===== src/rtl/cbs_pkg.sv =====
package cbs_pkg;

  typedef enum logic [1:0] {
    TAG_NONE = 2'd0,
    TAG_ATR  = 2'd1,
    TAG_CMD  = 2'd2,
    TAG_DATA = 2'd3
  } cbs_tag_e;

  // line indices inside the synchronized bundle
  localparam int LN_RST = 0;
  localparam int LN_CLK = 1;
  localparam int LN_IO  = 2;
  localparam int LN_CNT = 3;

  typedef struct packed {
    logic reset;
    logic cmd_start;
    logic cmd_stop;
    logic bit_take;
  } cbs_evt_t;

  // phase tag after the events of one cycle (reset has priority)
  function automatic cbs_tag_e tag_after(cbs_tag_e cur, cbs_evt_t e);
    if (e.reset)          return TAG_ATR;
    else if (e.cmd_start) return TAG_CMD;
    else if (e.cmd_stop)  return TAG_DATA;
    else                  return cur;
  endfunction

  // any condition that empties the collector
  function automatic logic clears_collector(cbs_evt_t e);
    return e.reset | e.cmd_start | e.cmd_stop;
  endfunction

endpackage


===== src/rtl/cbs_sync.sv =====
module cbs_sync #(
  parameter int STAGES = 2,
  parameter int LINES  = 3
) (
  input  logic             clk,
  input  logic             rst,
  input  logic [LINES-1:0] d,
  output logic [LINES-1:0] lvl,
  output logic [LINES-1:0] lvl_prev
);
  for (genvar i = 0; i < LINES; i++) begin : g_line
    logic [STAGES:0] chain;
    always_ff @(posedge clk) begin
      if (rst) chain <= '0;
      else     chain <= {chain[STAGES-1:0], d[i]};
    end
    assign lvl[i]      = chain[STAGES-1];
    assign lvl_prev[i] = chain[STAGES];
  end
endmodule


===== src/rtl/cbs_event.sv =====
module cbs_event
  import cbs_pkg::*;
(
  input  logic [LN_CNT-1:0] lvl,
  input  logic [LN_CNT-1:0] lvl_prev,
  output cbs_evt_t          ev
);
  logic rst_rise, clk_rise, clk_steady_high, io_fall, io_rise;

  always_comb begin
    rst_rise        = lvl[LN_RST] & ~lvl_prev[LN_RST];
    clk_rise        = lvl[LN_CLK] & ~lvl_prev[LN_CLK];
    clk_steady_high = lvl[LN_CLK] &  lvl_prev[LN_CLK];
    io_fall         = ~lvl[LN_IO] &  lvl_prev[LN_IO];
    io_rise         =  lvl[LN_IO] & ~lvl_prev[LN_IO];

    ev.reset     = rst_rise;
    ev.cmd_start = ~rst_rise & clk_steady_high & io_fall;
    ev.cmd_stop  = ~rst_rise & clk_steady_high & io_rise;
    ev.bit_take  = ~rst_rise & ~ev.cmd_start & ~ev.cmd_stop &
                   ~lvl[LN_RST] & clk_rise;
  end
endmodule


===== src/rtl/cbs_collect.sv =====
module cbs_collect
  import cbs_pkg::*;
#(
  parameter int DATA_W = 8,
  localparam int CNT_W = (DATA_W > 1) ? $clog2(DATA_W) : 1
) (
  input  logic              clk,
  input  logic              rst,
  input  cbs_evt_t          ev,
  input  logic              io_lvl,
  output logic              byte_valid,
  output logic [DATA_W-1:0] byte_q,
  output logic [1:0]        byte_tag,
  output logic [1:0]        cur_tag,
  output logic [CNT_W-1:0]  bit_cnt
);
  localparam logic [CNT_W-1:0] LAST = CNT_W'(DATA_W - 1);

  cbs_tag_e          phase;
  logic [DATA_W-1:0] sr;
  logic [DATA_W-1:0] sr_next;

  assign sr_next = {io_lvl, sr[DATA_W-1:1]};

  always_ff @(posedge clk) begin
    if (rst) begin
      phase      <= TAG_NONE;
      sr         <= '0;
      bit_cnt    <= '0;
      byte_valid <= 1'b0;
      byte_q     <= '0;
      byte_tag   <= TAG_NONE;
    end else begin
      phase      <= tag_after(phase, ev);
      byte_valid <= 1'b0;
      if (clears_collector(ev)) begin
        sr      <= '0;
        bit_cnt <= '0;
      end else if (ev.bit_take) begin
        if (bit_cnt == LAST) begin
          sr         <= '0;
          bit_cnt    <= '0;
          byte_valid <= 1'b1;
          byte_q     <= sr_next;
          byte_tag   <= phase;
        end else begin
          sr      <= sr_next;
          bit_cnt <= bit_cnt + 1'b1;
        end
      end
    end
  end

  assign cur_tag = phase;
endmodule


===== src/rtl/cardbus_sniffer.sv =====
module cardbus_sniffer
  import cbs_pkg::*;
#(
  parameter int DATA_W      = 8,
  parameter int SYNC_STAGES = 2,
  localparam int CNT_W      = (DATA_W > 1) ? $clog2(DATA_W) : 1
) (
  input  logic              clk,
  input  logic              rst,
  input  logic              card_rst_i,
  input  logic              card_clk_i,
  input  logic              card_io_i,
  output logic              byte_valid_o,
  output logic [DATA_W-1:0] byte_o,
  output logic [1:0]        tag_o,
  output logic              reset_evt_o,
  output logic              cmd_start_evt_o,
  output logic              cmd_stop_evt_o
);
  logic [LN_CNT-1:0] raw, lvl, lvl_prev;
  cbs_evt_t          ev;
  logic [1:0]        cur_tag;
  logic [CNT_W-1:0]  bit_cnt;
  logic              rst_lvl, bit_take;

  always_comb begin
    raw         = '0;
    raw[LN_RST] = card_rst_i;
    raw[LN_CLK] = card_clk_i;
    raw[LN_IO]  = card_io_i;
  end

  cbs_sync #(.STAGES(SYNC_STAGES), .LINES(LN_CNT)) u_sync (
    .clk(clk), .rst(rst), .d(raw), .lvl(lvl), .lvl_prev(lvl_prev)
  );

  cbs_event u_event (.lvl(lvl), .lvl_prev(lvl_prev), .ev(ev));

  cbs_collect #(.DATA_W(DATA_W)) u_collect (
    .clk(clk), .rst(rst), .ev(ev), .io_lvl(lvl[LN_IO]),
    .byte_valid(byte_valid_o), .byte_q(byte_o), .byte_tag(tag_o),
    .cur_tag(cur_tag), .bit_cnt(bit_cnt)
  );

  assign reset_evt_o     = ev.reset;
  assign cmd_start_evt_o = ev.cmd_start;
  assign cmd_stop_evt_o  = ev.cmd_stop;
  assign rst_lvl         = lvl[LN_RST];
  assign bit_take        = ev.bit_take;
endmodule


===== config.mk =====
export PLATFORM = sky130hd
export DESIGN_NAME = cardbus_sniffer
export DESIGN_NICKNAME = d
export VERILOG_FILES = /design/src/rtl/cbs_pkg.sv /design/src/rtl/cbs_sync.sv /design/src/rtl/cbs_event.sv /design/src/rtl/cbs_collect.sv /design/src/rtl/cardbus_sniffer.sv
export SDC_FILE = /design/constraint.sdc
export NUM_CORES = 1
export LEC_CHECK = 0
export BUFFER_PORTS_ARGS = -buffer_cell sky130_fd_sc_hd__buf_2
export CAP_MARGIN = 30
export CORE_MARGIN = 2
export CORE_UTILIZATION = 50
export CTS_CLUSTER_DIAMETER = 40
export CTS_CLUSTER_SIZE = 14
export DETAILED_ROUTE_END_ITERATION = 6
export GPL_ROUTABILITY_DRIVEN = 0
export PLACE_DENSITY = 0.76
export SLEW_MARGIN = 5
export SYNTH_ARGS = -nofsm -noshare
export SYNTH_HDL_FRONTEND = slang
export SYNTH_SLANG_ARGS = --single-unit

===== constraint.sdc =====
create_clock -name clk -period 2 [get_ports clk]
set_input_delay 0.2 -clock clk [delete_from_list [all_inputs] [get_ports clk]]
set_output_delay 0.2 -clock clk [all_outputs]
set_load 0.02 [all_outputs]

==> impl_metrics.py <==
metrics = {
    "grt": {
        "grt_overflow_total": 0,
        "grt_pass1_vias": 821,
        "grt_usage_pct": 18.23,
        "grt_first_pass_wirelength_um": 3553,
        "antenna_found_initial": 0,
        "grt_max_degree": 24,
    },
    "critical_path": {
        "cp_max_fo": 11,
        "r2r_slack_ns": 0.30,
        "rr_worst_depth": 5,
        "cp.required_ns": 2.19,
        "crit_arrival_ns": 1.90,
        "r2r_end": "u_collect.byte_q[3]",
        "end_kind": "flip-flop",
        "rr_startpoint": "u_collect.bit_cnt[0]",
        "path_class": "flip-flop to flip-flop",
        "startpoint_type": "flip-flop",
    },
    "synth": {
        "synth_area_um2": 1175,
        "yosysSeqAreaShare_pct": 54.53,
        "syn_inst": 130,
        "ys_top_cells_by_area": "dfxtp_1, nand2_1, a21oi_1",
        "synth-main-ff-cell": "dfxtp_1",
        "synth_fp_nets": 137,
        "ys_ff_latch": 32,
        "avgSynthCellArea_um2": 9.038,
        "synth_common_cells": "dfxtp_1, nand2_1, a21oi_1",
        "synth_cell_type_count": 25,
        "yosysTopAreaCell": "dfxtp_1",
        "synth_top_cell_area_share_pct": 54.53,
        "synth-edff-count": 0,
        "ys_warn_count": 0,
        "async_flop_share_pct": 0,
    },
    "clock_network": {
        "post_cts.repair.setup_buffers": 0,
        "ctsLongestPathBuffers": 2,
        "cts-resized-gates": 0,
        "cts_tree": "yes",
        "hold_buffers": 0,
        "cts_root_buf": "clkbuf_4",
        "numCtsBuffers": 5,
        "clock_latency_ns": 0.32,
        "cts_sinks": 32,
        "clk_pin_slew_ns": 0.09,
        "cts_max_level": 2,
    },
    "place": {
        "dp_cells": 169,
        "place_area_um2": 1270,
        "dp_hpwl_um": 1450,
        "numPortBuffers": 18,
    },
    "sta": {
        "clock_skew_ns": 0.002191,
        "min_period_ns": 1.703,
        "fmax_mhz": 587.1,
        "finalCritPeriodShare_pct": 85.16,
        "hold_violations": 0,
        "rsz0062_at_grt": "no",
        "finalMaxSlewViolations": 0,
        "finalSetupTns_ns": 0,
        "tightest_slew_ns": 0.5354,
        "setup_viol": 0,
        "relSlewSlack_pct": 64.15,
    },
    "detailed_routing": {
        "wire_per_inst_um": 11.74,
        "vias": 933,
        "via_per_inst": 5.271,
        "drt_iter0_markers": 17,
        "drc": 0,
        "antenna_left": 0,
        "drt-pass1-iter-count": 4,
        "wirelength_um": 2078,
    },
    "cells_and_area": {
        "insertedDiodeCount": 0,
        "syn2layout_area_growth_pct": 13.10,
        "nets": 155,
        "drive_gt1_share_pct": 17.45,
        "nFillCells": 203,
        "stdcell_count": 177,
        "design_area_um2": 1329,
    },
    "floorplan": {
        "die-area_um2": 2754,
        "dieWidth_um": 52.48,
        "rows": 17,
        "num_io_pins": 19,
        "start_util_pct": 53.11,
        "coreArea_um2": 2212,
        "die_h_um": 52.48,
    },
    "power_and_ir_drop": {
        "p_leak_nw": 0.5136,
        "power_density_nw_per_um2": 799.1,
        "vdd_drop_max_v": 0.0006341,
    },
    "status": {
        "outcome": "complete, no violations",
    },
    "min_path": {
        "min-delay-start": "card_clk_i",
        "holdPathStages": 2,
        "min_path_type": "input port to flip-flop",
        "min_to": "u_sync.g_line[1].chain[0]",
    },
    "run": {
        "drv_cap": 0,
    },
}
[layout make-up]
type / instances / area, um^2 / area share [%]
flip-flops and latches: 32 / 640.6 / 48.21
multi-input cells: 88 / 489.2 / 36.82
repair buffers: 19 / 97.59 / 7.345
clock buffers: 8 / 58.81 / 4.426
well taps: 28 / 35.03 / 2.637
inverters: 2 / 7.507 / 0.5650
[cells by family (layout without fill, tap and decap cells)]
logic type      Yosys count  after routing  share of synthesized area, %
compound gates           24             24                         11.50
simple gates             61             61                         27.26
flops                    32             32                         54.53
xor+xnor                  1              1                        0.7456
fa+ha+maj                 2              2                         2.130
buf+inv                  10             29                         3.834
[per-layer routing]
layer  track usage, %  routed length [um]
met1            20.86                 936
met2            29.38                1016
met3            6.286                  85
met4            10.26                  40
met5                0                   0
[cells in the final DEF, fill, tap and decap left out, types with 2 or more instances in the layout]
cell / instances
clkbuf_1: 2
clkbuf_4: 5
inv_1: 2
nand3b_1: 7
ha_1: 2
nand3_1: 2
nor3_1: 3
buf_2: 18
a21oi_1: 20
dfxtp_1: 32
nor2b_1: 9
nand2_1: 32
[how the worst max path moves through the flow]
stage	startpoint	endpoint	slack, ns	cells after the start
after floorplan	u_collect.bit_cnt[0]	u_collect.byte_q[0]	0.62	6
after global placement	u_collect.bit_cnt[0]	u_collect.byte_q[0]	0.43	5
after detailed placement	u_collect.bit_cnt[0]	u_collect.byte_q[3]	0.26	5
after CTS	u_collect.bit_cnt[0]	u_collect.byte_q[3]	0.25	5
after global routing	u_collect.bit_cnt[0]	u_collect.byte_q[1]	0.16	5
final	u_collect.bit_cnt[0]	u_collect.byte_q[3]	0.30	5
[state kept, by name, indices dropped and copies added (netlist names)]
name,cells
u_collect.byte_valid,1
u_collect.byte_tag,2
u_collect.bit_cnt,3
u_collect.sr,7
u_collect.byte_q,8
u_sync.g_line.chain,9
u_collect.cur_tag,2
[metrics by stage]
step	hold WS, ns	setup slack (ns)	total power, mW	utilization [%]
floorplan	0.2716	0.6213	0.6954	-
global placement	0.4167	0.4333	0.7027	57.41
detailed placement	0.4146	0.2556	0.7046	57.41
CTS	0.06987	0.2497	1.077	60.07
global route	0.06552	0.1571	1.113	60.07
finish	0.08370	0.2967	1.062	60.07
[worst max-delay path, cell delays in order (launching register included)]
cell and delay, ns:
dfxtp_1 0.36, ha_1 0.16, ha_1 0.30, nand4bb_1 0.45
nand2_1 0.22, a21oi_1 0.09
[report_power, final]
group	leakage, nW	total (mW)	switching, mW	internal [mW]
Combinational	0.222	0.0358	0.0220	0.0138
Sequential	0.259	0.653	0.00793	0.645
Clock	0.0326	0.373	0.199	0.173
Total	0.514	1.06	0.229	0.833
No activity file was read; power rests on OpenSTA's default activity.
